### src/rtl/tick_irq_injector_pkg.sv
package tick_irq_injector_pkg;

  typedef enum logic [1:0] {
    CNT_HOLD = 2'd0,
    CNT_INC  = 2'd1,
    CNT_DEC  = 2'd2,
    CNT_CLR  = 2'd3
  } cnt_op_e;

  // Reload wins; a tick and an acknowledge together cancel out.
  function automatic cnt_op_e pick_op(input logic reload, input logic tick,
                                      input logic ack);
    if (reload)            pick_op = CNT_CLR;
    else if (tick && !ack) pick_op = CNT_INC;
    else if (ack && !tick) pick_op = CNT_DEC;
    else                   pick_op = CNT_HOLD;
  endfunction

endpackage

### src/rtl/tick_irq_backlog.sv
module tick_irq_backlog
  import tick_irq_injector_pkg::*;
#(
  parameter int PEND_W = 8
) (
  input  logic              clk,
  input  logic              rst_n,
  input  cnt_op_e           op,
  output logic [PEND_W-1:0] count,
  output logic              nonzero,
  output logic              at_max
);
  localparam logic [PEND_W-1:0] CNT_MAX = {PEND_W{1'b1}};
  localparam logic [PEND_W-1:0] CNT_ONE = {{(PEND_W-1){1'b0}}, 1'b1};
  localparam logic [PEND_W-1:0] CNT_ZERO = {PEND_W{1'b0}};

  function automatic logic [PEND_W-1:0] step(input cnt_op_e o,
                                             input logic [PEND_W-1:0] c);
    case (o)
      CNT_INC: step = (c == CNT_MAX) ? c : c + CNT_ONE;
      CNT_DEC: step = (c == CNT_ZERO) ? c : c - CNT_ONE;
      CNT_CLR: step = CNT_ZERO;
      default: step = c;
    endcase
  endfunction

  logic [PEND_W-1:0] cnt_q;

  always_ff @(posedge clk) begin
    if (!rst_n) cnt_q <= CNT_ZERO;
    else        cnt_q <= step(op, cnt_q);
  end

  assign count   = cnt_q;
  assign nonzero = (cnt_q != CNT_ZERO);
  assign at_max  = (cnt_q == CNT_MAX);
endmodule

### src/rtl/tick_irq_gate.sv
module tick_irq_gate (
  input  logic clk,
  input  logic rst_n,
  input  logic reload,
  input  logic ack,
  input  logic strobe,
  input  logic have_work,
  input  logic busy,
  output logic issue,
  output logic acked
);
  logic acked_q;

  assign issue = strobe && have_work && acked_q && !busy && !reload;

  always_ff @(posedge clk) begin
    if (!rst_n)             acked_q <= 1'b1;
    else if (reload || ack) acked_q <= 1'b1;
    else if (issue)         acked_q <= 1'b0;
  end

  assign acked = acked_q;
endmodule

### src/rtl/tick_irq_pulse.sv
module tick_irq_pulse (
  input  logic clk,
  input  logic rst_n,
  input  logic fire,
  output logic irq
);
  logic irq_q;

  always_ff @(posedge clk) begin
    if (!rst_n) irq_q <= 1'b0;
    else        irq_q <= fire;
  end

  assign irq = irq_q;
endmodule

### src/rtl/tick_irq_injector.sv
module tick_irq_injector
  import tick_irq_injector_pkg::*;
#(
  parameter int PEND_W = 8
) (
  input  logic clk,
  input  logic rst_n,
  input  logic reload,
  input  logic tick,
  input  logic ack,
  input  logic inject_ok,
  output logic irq,
  output logic pending_nz
);
  cnt_op_e           cnt_op;
  logic [PEND_W-1:0] pend_cnt;
  logic              pend_nz_w;
  logic              pend_at_max;
  logic              issue_w;
  logic              acked_w;
  logic              irq_w;

  assign cnt_op = pick_op(reload, tick, ack);

  tick_irq_backlog #(.PEND_W(PEND_W)) u_backlog (
    .clk     (clk),
    .rst_n   (rst_n),
    .op      (cnt_op),
    .count   (pend_cnt),
    .nonzero (pend_nz_w),
    .at_max  (pend_at_max)
  );

  tick_irq_gate u_gate (
    .clk       (clk),
    .rst_n     (rst_n),
    .reload    (reload),
    .ack       (ack),
    .strobe    (inject_ok),
    .have_work (pend_nz_w),
    .busy      (irq_w),
    .issue     (issue_w),
    .acked     (acked_w)
  );

  tick_irq_pulse u_pulse (
    .clk   (clk),
    .rst_n (rst_n),
    .fire  (issue_w),
    .irq   (irq_w)
  );

  assign irq        = irq_w;
  assign pending_nz = pend_nz_w;
endmodule

### config.mk
export PLATFORM = sky130hd
export DESIGN_NAME = tick_irq_injector
export DESIGN_NICKNAME = d
export VERILOG_FILES = /design/src/rtl/tick_irq_injector_pkg.sv /design/src/rtl/tick_irq_backlog.sv /design/src/rtl/tick_irq_gate.sv /design/src/rtl/tick_irq_pulse.sv /design/src/rtl/tick_irq_injector.sv
export SDC_FILE = /design/constraint.sdc
export NUM_CORES = 1
export LEC_CHECK = 0
export BUFFER_PORTS_ARGS = -buffer_cell sky130_fd_sc_hd__buf_4
export CAP_MARGIN = 0
export CORE_UTILIZATION = 55
export DETAILED_ROUTE_END_ITERATION = 8
export PLACE_DENSITY = 0.75
export RECOVER_POWER = 50
export SLEW_MARGIN = 20
export SYNTH_ARGS = -nofsm -noshare
export SYNTH_HDL_FRONTEND = slang
export SYNTH_SLANG_ARGS = --single-unit
### constraint.sdc
create_clock -name clk -period 3.7 [get_ports clk]
set_input_delay 0.37 -clock clk [delete_from_list [all_inputs] [get_ports clk]]
set_output_delay 0.37 -clock clk [all_outputs]
set_load 0.05 [all_outputs]
**Yosys cells after proc, flatten, opt, wreduce, memory -nomap -nowiden**

Cells that the tools add are included.

- Latch bits: 0
- Memories: 0
- Memory bits (read-only): 0
- Output and inout port bits: 2
- Flip-flop bits (word level): 10
- Bits in writable memories: 0

- $add $sub $neg: 2
- Bitwise gates (word level): 1
- Multiplexer cells: 6
- Order comparisons: 0
- Shift-type cells: 0
- $mul: 0
- Reduce and logical (&&, ||, !) cells: 16
- Equal/unequal tests: 6
- Divide/modulo/power cells: 0

Operators by type and width:

| cell | count |
|---|---|
| $pmux 8 s3 | 1 |
| $mux 8 | 2 |
| $add 8x1->8 const B | 1 |
| $eq 8x8->1 const B | 1 |
| $logic_not 8->1 | 1 |
| $reduce_bool 8->1 | 1 |
| $sub 8x1->8 const B | 1 |
| $logic_and 1x1->1 | 6 |
| $mux 2 | 3 |
| $eq 2x2->1 const B | 2 |
| $logic_not 1->1 | 4 |
| $ne 2x2->1 const B | 2 |
| $reduce_and 3->1 | 1 |
| $reduce_bool 3->1 | 1 |
| $eq 2x1->1 const B | 1 |
| $reduce_or 2->1 | 1 |
| $logic_or 1x1->1 | 1 |
| $not 1->1 | 1 |

**Logic depth before layout (Yosys ltp)**

- Word-level depth: 8
- Mapped depth: 11
- Depth with buffers taken out: 9

**Hierarchy**

From an unflattened synthesis, not the netlist that was laid out.

- Cells, all modules: 104
- Area total of the unflattened synthesis: 879.6 sq um

Modules (own cells, without submodules):

| module | cells each | area an instance (sq um) | times used | sequential area each (sq um) |
|---|---|---|---|---|
| tick_irq_backlog | 94 | 772.0 | 1 | 160.2 |
| tick_irq_gate | 5 | 62.6 | 1 | 20.0 |
| tick_irq_pulse | 2 | 26.3 | 1 | 20.0 |
| tick_irq_injector | 3 | 18.8 | 1 | 0.0 |

**Worst setup path before layout**

No wires, ideal clock.

- Kind: in2reg
- From: input reload
- To: register u_backlog.cnt_q[4] (netlist: u_backlog.count[4])
- Setup slack: 1.431 ns
- Data arrival time: 2.144 ns
- Data required time: 3.574 ns
- Stages: 11
- Path buffers: 2
- Cells stage by stage: or3b_1 buf_6 inv_6 buf_6 xnor2_1 ha_1 a31oi_1 or2_2 a22oi_1 xnor2_1 nor2_1

- Longest elaborated chain between the ends: 4
- Elaborated cells on any way between the ends: 9
- Classes of those cells: eq/ne (5); mux (2); reduce/logical (2)

Ends and longest elaborated chain:

| item | line | source |
|---|---|---|
| start, declared | tick_irq_injector.sv:8 | `input logic reload,` |
| $mux 2 (*) | tick_irq_injector_pkg.sv:13 | `if (reload) pick_op = CNT_CLR;` |
| $eq 2x2->1 or $eq 2x1->1 (tied branches) | tick_irq_backlog.sv:19 | `case (o)` |
| $ne 2x2->1 (no source line) or $reduce_bool 3->1 (tied branches) | -- |  |
| $reduce_and 3->1 (no source line) | -- |  |
| end signal, assigned | tick_irq_backlog.sv:31 | `else cnt_q <= step(op, cnt_q);` |
| end, declared | tick_irq_backlog.sv:27 | `logic [PEND_W-1:0] cnt_q;` |

Every way passes the cells marked *; elsewhere a longest branch is shown, timed or not.
A chain may end at the register's enable or synchronous reset.

**Worst setup path after layout**

- From: register u_backlog.cnt_q[4] (netlist: u_backlog.count[4])
- To: register u_backlog.cnt_q[0] (netlist: u_backlog.count[0])

- Longest elaborated chain between the ends: 3
- Elaborated cells on any way between the ends: 5
- Classes of those cells: eq/ne (3); reduce/logical (2)

Ends and longest elaborated chain:

| item | line |
|---|---|
| $eq 8x8->1 or $logic_not 8->1 (tied branches) | tick_irq_backlog.sv:20, tick_irq_backlog.sv:21 |
| $ne 2x2->1 (no source line) | -- |
| $reduce_and 3->1 (no source line) (*) | -- |

Marked as above.

==> impl_metrics.env <==
export IMPL_num_antenna_cells=0
export IMPL_post_cts_resized=0
export IMPL_drtPass1Iterations=4
export IMPL_wl_per_cell_um=14.7
export IMPL_portBuffers=7
export IMPL_dp_hpwl_um=1280
export IMPL_start_util_pct=61.8
export IMPL_drive_gt1_share_pct=13.9
export IMPL_rsz0062_at_grt="false"
export IMPL_via_per_inst=6.53
export IMPL_die_h_um=41.0
export IMPL_synth_fp_nets=113
export IMPL_clockBufferDepth=2
export IMPL_hold_violations=0
export IMPL_worstPathRequired_ps=3870
export IMPL_routed_wl_um=1800
export IMPL_criticalPathCategory="reg2reg"
export IMPL_final_util_pct=64.2
export IMPL_dr_first_iter_drc_count=26
export IMPL_final_antenna_net_count=0
export IMPL_vdd_drop_max_uv=178
export IMPL_clk_latency_ps=280
export IMPL_final_cell_area_sq_um=867
export IMPL_route_detailed_drc=0
export IMPL_mostFrequentLayoutCells="nor2_1 (10), dfxtp_1 (10), nand2_1 (7)"
export IMPL_io_pins=8
export IMPL_clock_fmax_mhz=393
export IMPL_placed_area_sq_um=855
export IMPL_fin_skew_ps=1.27
export IMPL_min_period_over_period_pct=68.8
export IMPL_leakage_nw=0.317
export IMPL_critical_path_startpoint_type="flip-flop"
export IMPL_holdWs_ps=288
export IMPL_status="finished, final reports clean"
export IMPL_fin_nets=118
export IMPL_p_total_mw=0.268
export IMPL_avgSynthCellArea_sq_um=8.02
export IMPL_synthCells=104
export IMPL_area_growth_pct=3.90
export IMPL_finalSetupViolCount=0
export IMPL_relSlewSlack_pct=47.5
export IMPL_setup_tns_ps=0
export IMPL_grt_pass1_wl_um=2770
export IMPL_htree_levels=1
export IMPL_grt_pass1_vias=617
export IMPL_syn_area_sq_um=835
export IMPL_vias=803
export IMPL_slew_violations=0
export IMPL_worst_pin_slew_ps=780
export IMPL_synth_seq_cells=10
export IMPL_drv_cap=0
export IMPL_clk_pin_slew_worst_paths_ps=70
export IMPL_period_minus_slack_ps=2550
export IMPL_grt_usage_pct=25.8
export IMPL_crit_fanout=10
export IMPL_antenna_found_initial=0
export IMPL_gp_congestion=0.858
export IMPL_cts_tree="done"
export IMPL_cts_root_buffer="clkbuf_4"
export IMPL_rows=13
export IMPL_grt_max_degree=16
export IMPL_hold_class="in2reg"
export IMPL_die_w_um=41.0
export IMPL_cts_made_buffers=3
export IMPL_yosys_warnings=0
export IMPL_critPathCaptureType="flip-flop"
export IMPL_die_area_sq_um=1680
export IMPL_overflow=0
export IMPL_cts_hold_buf=0
export IMPL_post_cts_setup_buffers=0
export IMPL_powerDensity_nw_per_um2=309
export IMPL_arrival_ps=2710
export IMPL_yosysSeqAreaShare_pct=24.0
export IMPL_cts_sinks=10
export IMPL_yosysUniqueCellTypes=46
export IMPL_coreArea_sq_um=1350
synth_stat cells (all sizes together):
cell type   n  area, sq um
dfxtp      10          200
nor2       10         37.5
o21ai       8         43.8
nand2       7         28.8
buf         6         47.5
xnor2       6         52.6
a21oi       5         25.0
nand3       5         25.0
or3         4         25.0
a31oi       3         18.8
ha          3         37.5
nand4       3         18.8
o22ai       3         18.8
a211oi      2         20.0
inv         2         12.5
nand3b      2         15.0
nor2b       2         12.5
nor3        2         10.0
o31ai       2         28.8
a211o       1         8.76
a21o        1         7.51
a22oi       1         7.51
a311o       1         10.0
a32o        1         10.0
a32oi       1         8.76
and2        1         6.26
and2b       1         7.51
and4        1         8.76
clkbuf      1         3.75
mux2i       1         10.0
nand2b      1         6.26
nand4b      1         8.76
o211ai      1         7.51
o21ba       1         10.0
or2         1         6.26
or3b        1         8.76
or4         1         11.3
xor2        1         8.76
final timing paths:
| check | from | slack [ps] | end | cells past startpoint |
|---|---|---|---|---|
| worst max-delay path | u_backlog.count[4] | 1150 | u_backlog.count[0] | 5 |
| worst min-delay path | ack | 290 | u_gate.acked | 2 |
| worst max register to register | u_backlog.count[4] | 1150 | u_backlog.count[0] | 5 |
| worst min register to register | u_gate.acked | 440 | u_pulse.irq | 2 |
registers in the layout, indices dropped and copies added (netlist names):
name,flops
u_gate.acked,1
u_pulse.irq,1
u_backlog.count,8
power breakdown:
part / internal (mW) / switching, mW
clock network: 0.0600 / 0.0463
logic: 0.0188 / 0.0302
registers: 0.110 / 0.00327
total: 0.189 / 0.0798
logic make-up (layout without fill, tap and decap cells):
family                   count (synthesis)  after routing  synth area share [%]
flip-flops                              10             10                  24.0
buffers and inverters                    9             13                  7.64
multiplexers                             1              1                  1.20
adder cells (fa/ha/maj)                  3              3                  4.50
AND/OR/NAND/NOR                         43             43                  28.3
XOR/XNOR                                 7              7                  7.35
AO/OA/AOI/OAI                           31             31                  27.0
metal layers:
metal | global-route usage (%) | part of all wire [%] | wire [um]
met2 | 38.3 | 44 | 789
met5 | 0 | 0 | 0
met4 | 12.5 | 1.6 | 29
met3 | 6.52 | 4.6 | 83
met1 | 34.3 | 50 | 901
through the flow:
step	worst slack, ps	cells
after detailed placement	1210	119
after global routing	1040	123
after floorplan	1430	104
after global placement	1270	119
final	1150	123
after CTS	1500	123
worst max-delay path, cell delays in order (launching register included):
cell and delay (ps):
dfxtp_1 410, or4_1 580, o31ai_1 660, nand2_1 450, xnor2_1 270, nor2_1 60
cell type report:
class / instances / area, sq um
Tap cell: 15 / 18.8
Timing Repair Buffer: 7 / 48.8
Fill cell: 124 / 483
Sequential cell: 10 / 200
Multi-Input combinational cell: 85 / 551
Clock buffer: 4 / 36.3
Inverter: 2 / 12.5
Power figures use the tool's default switching activity.
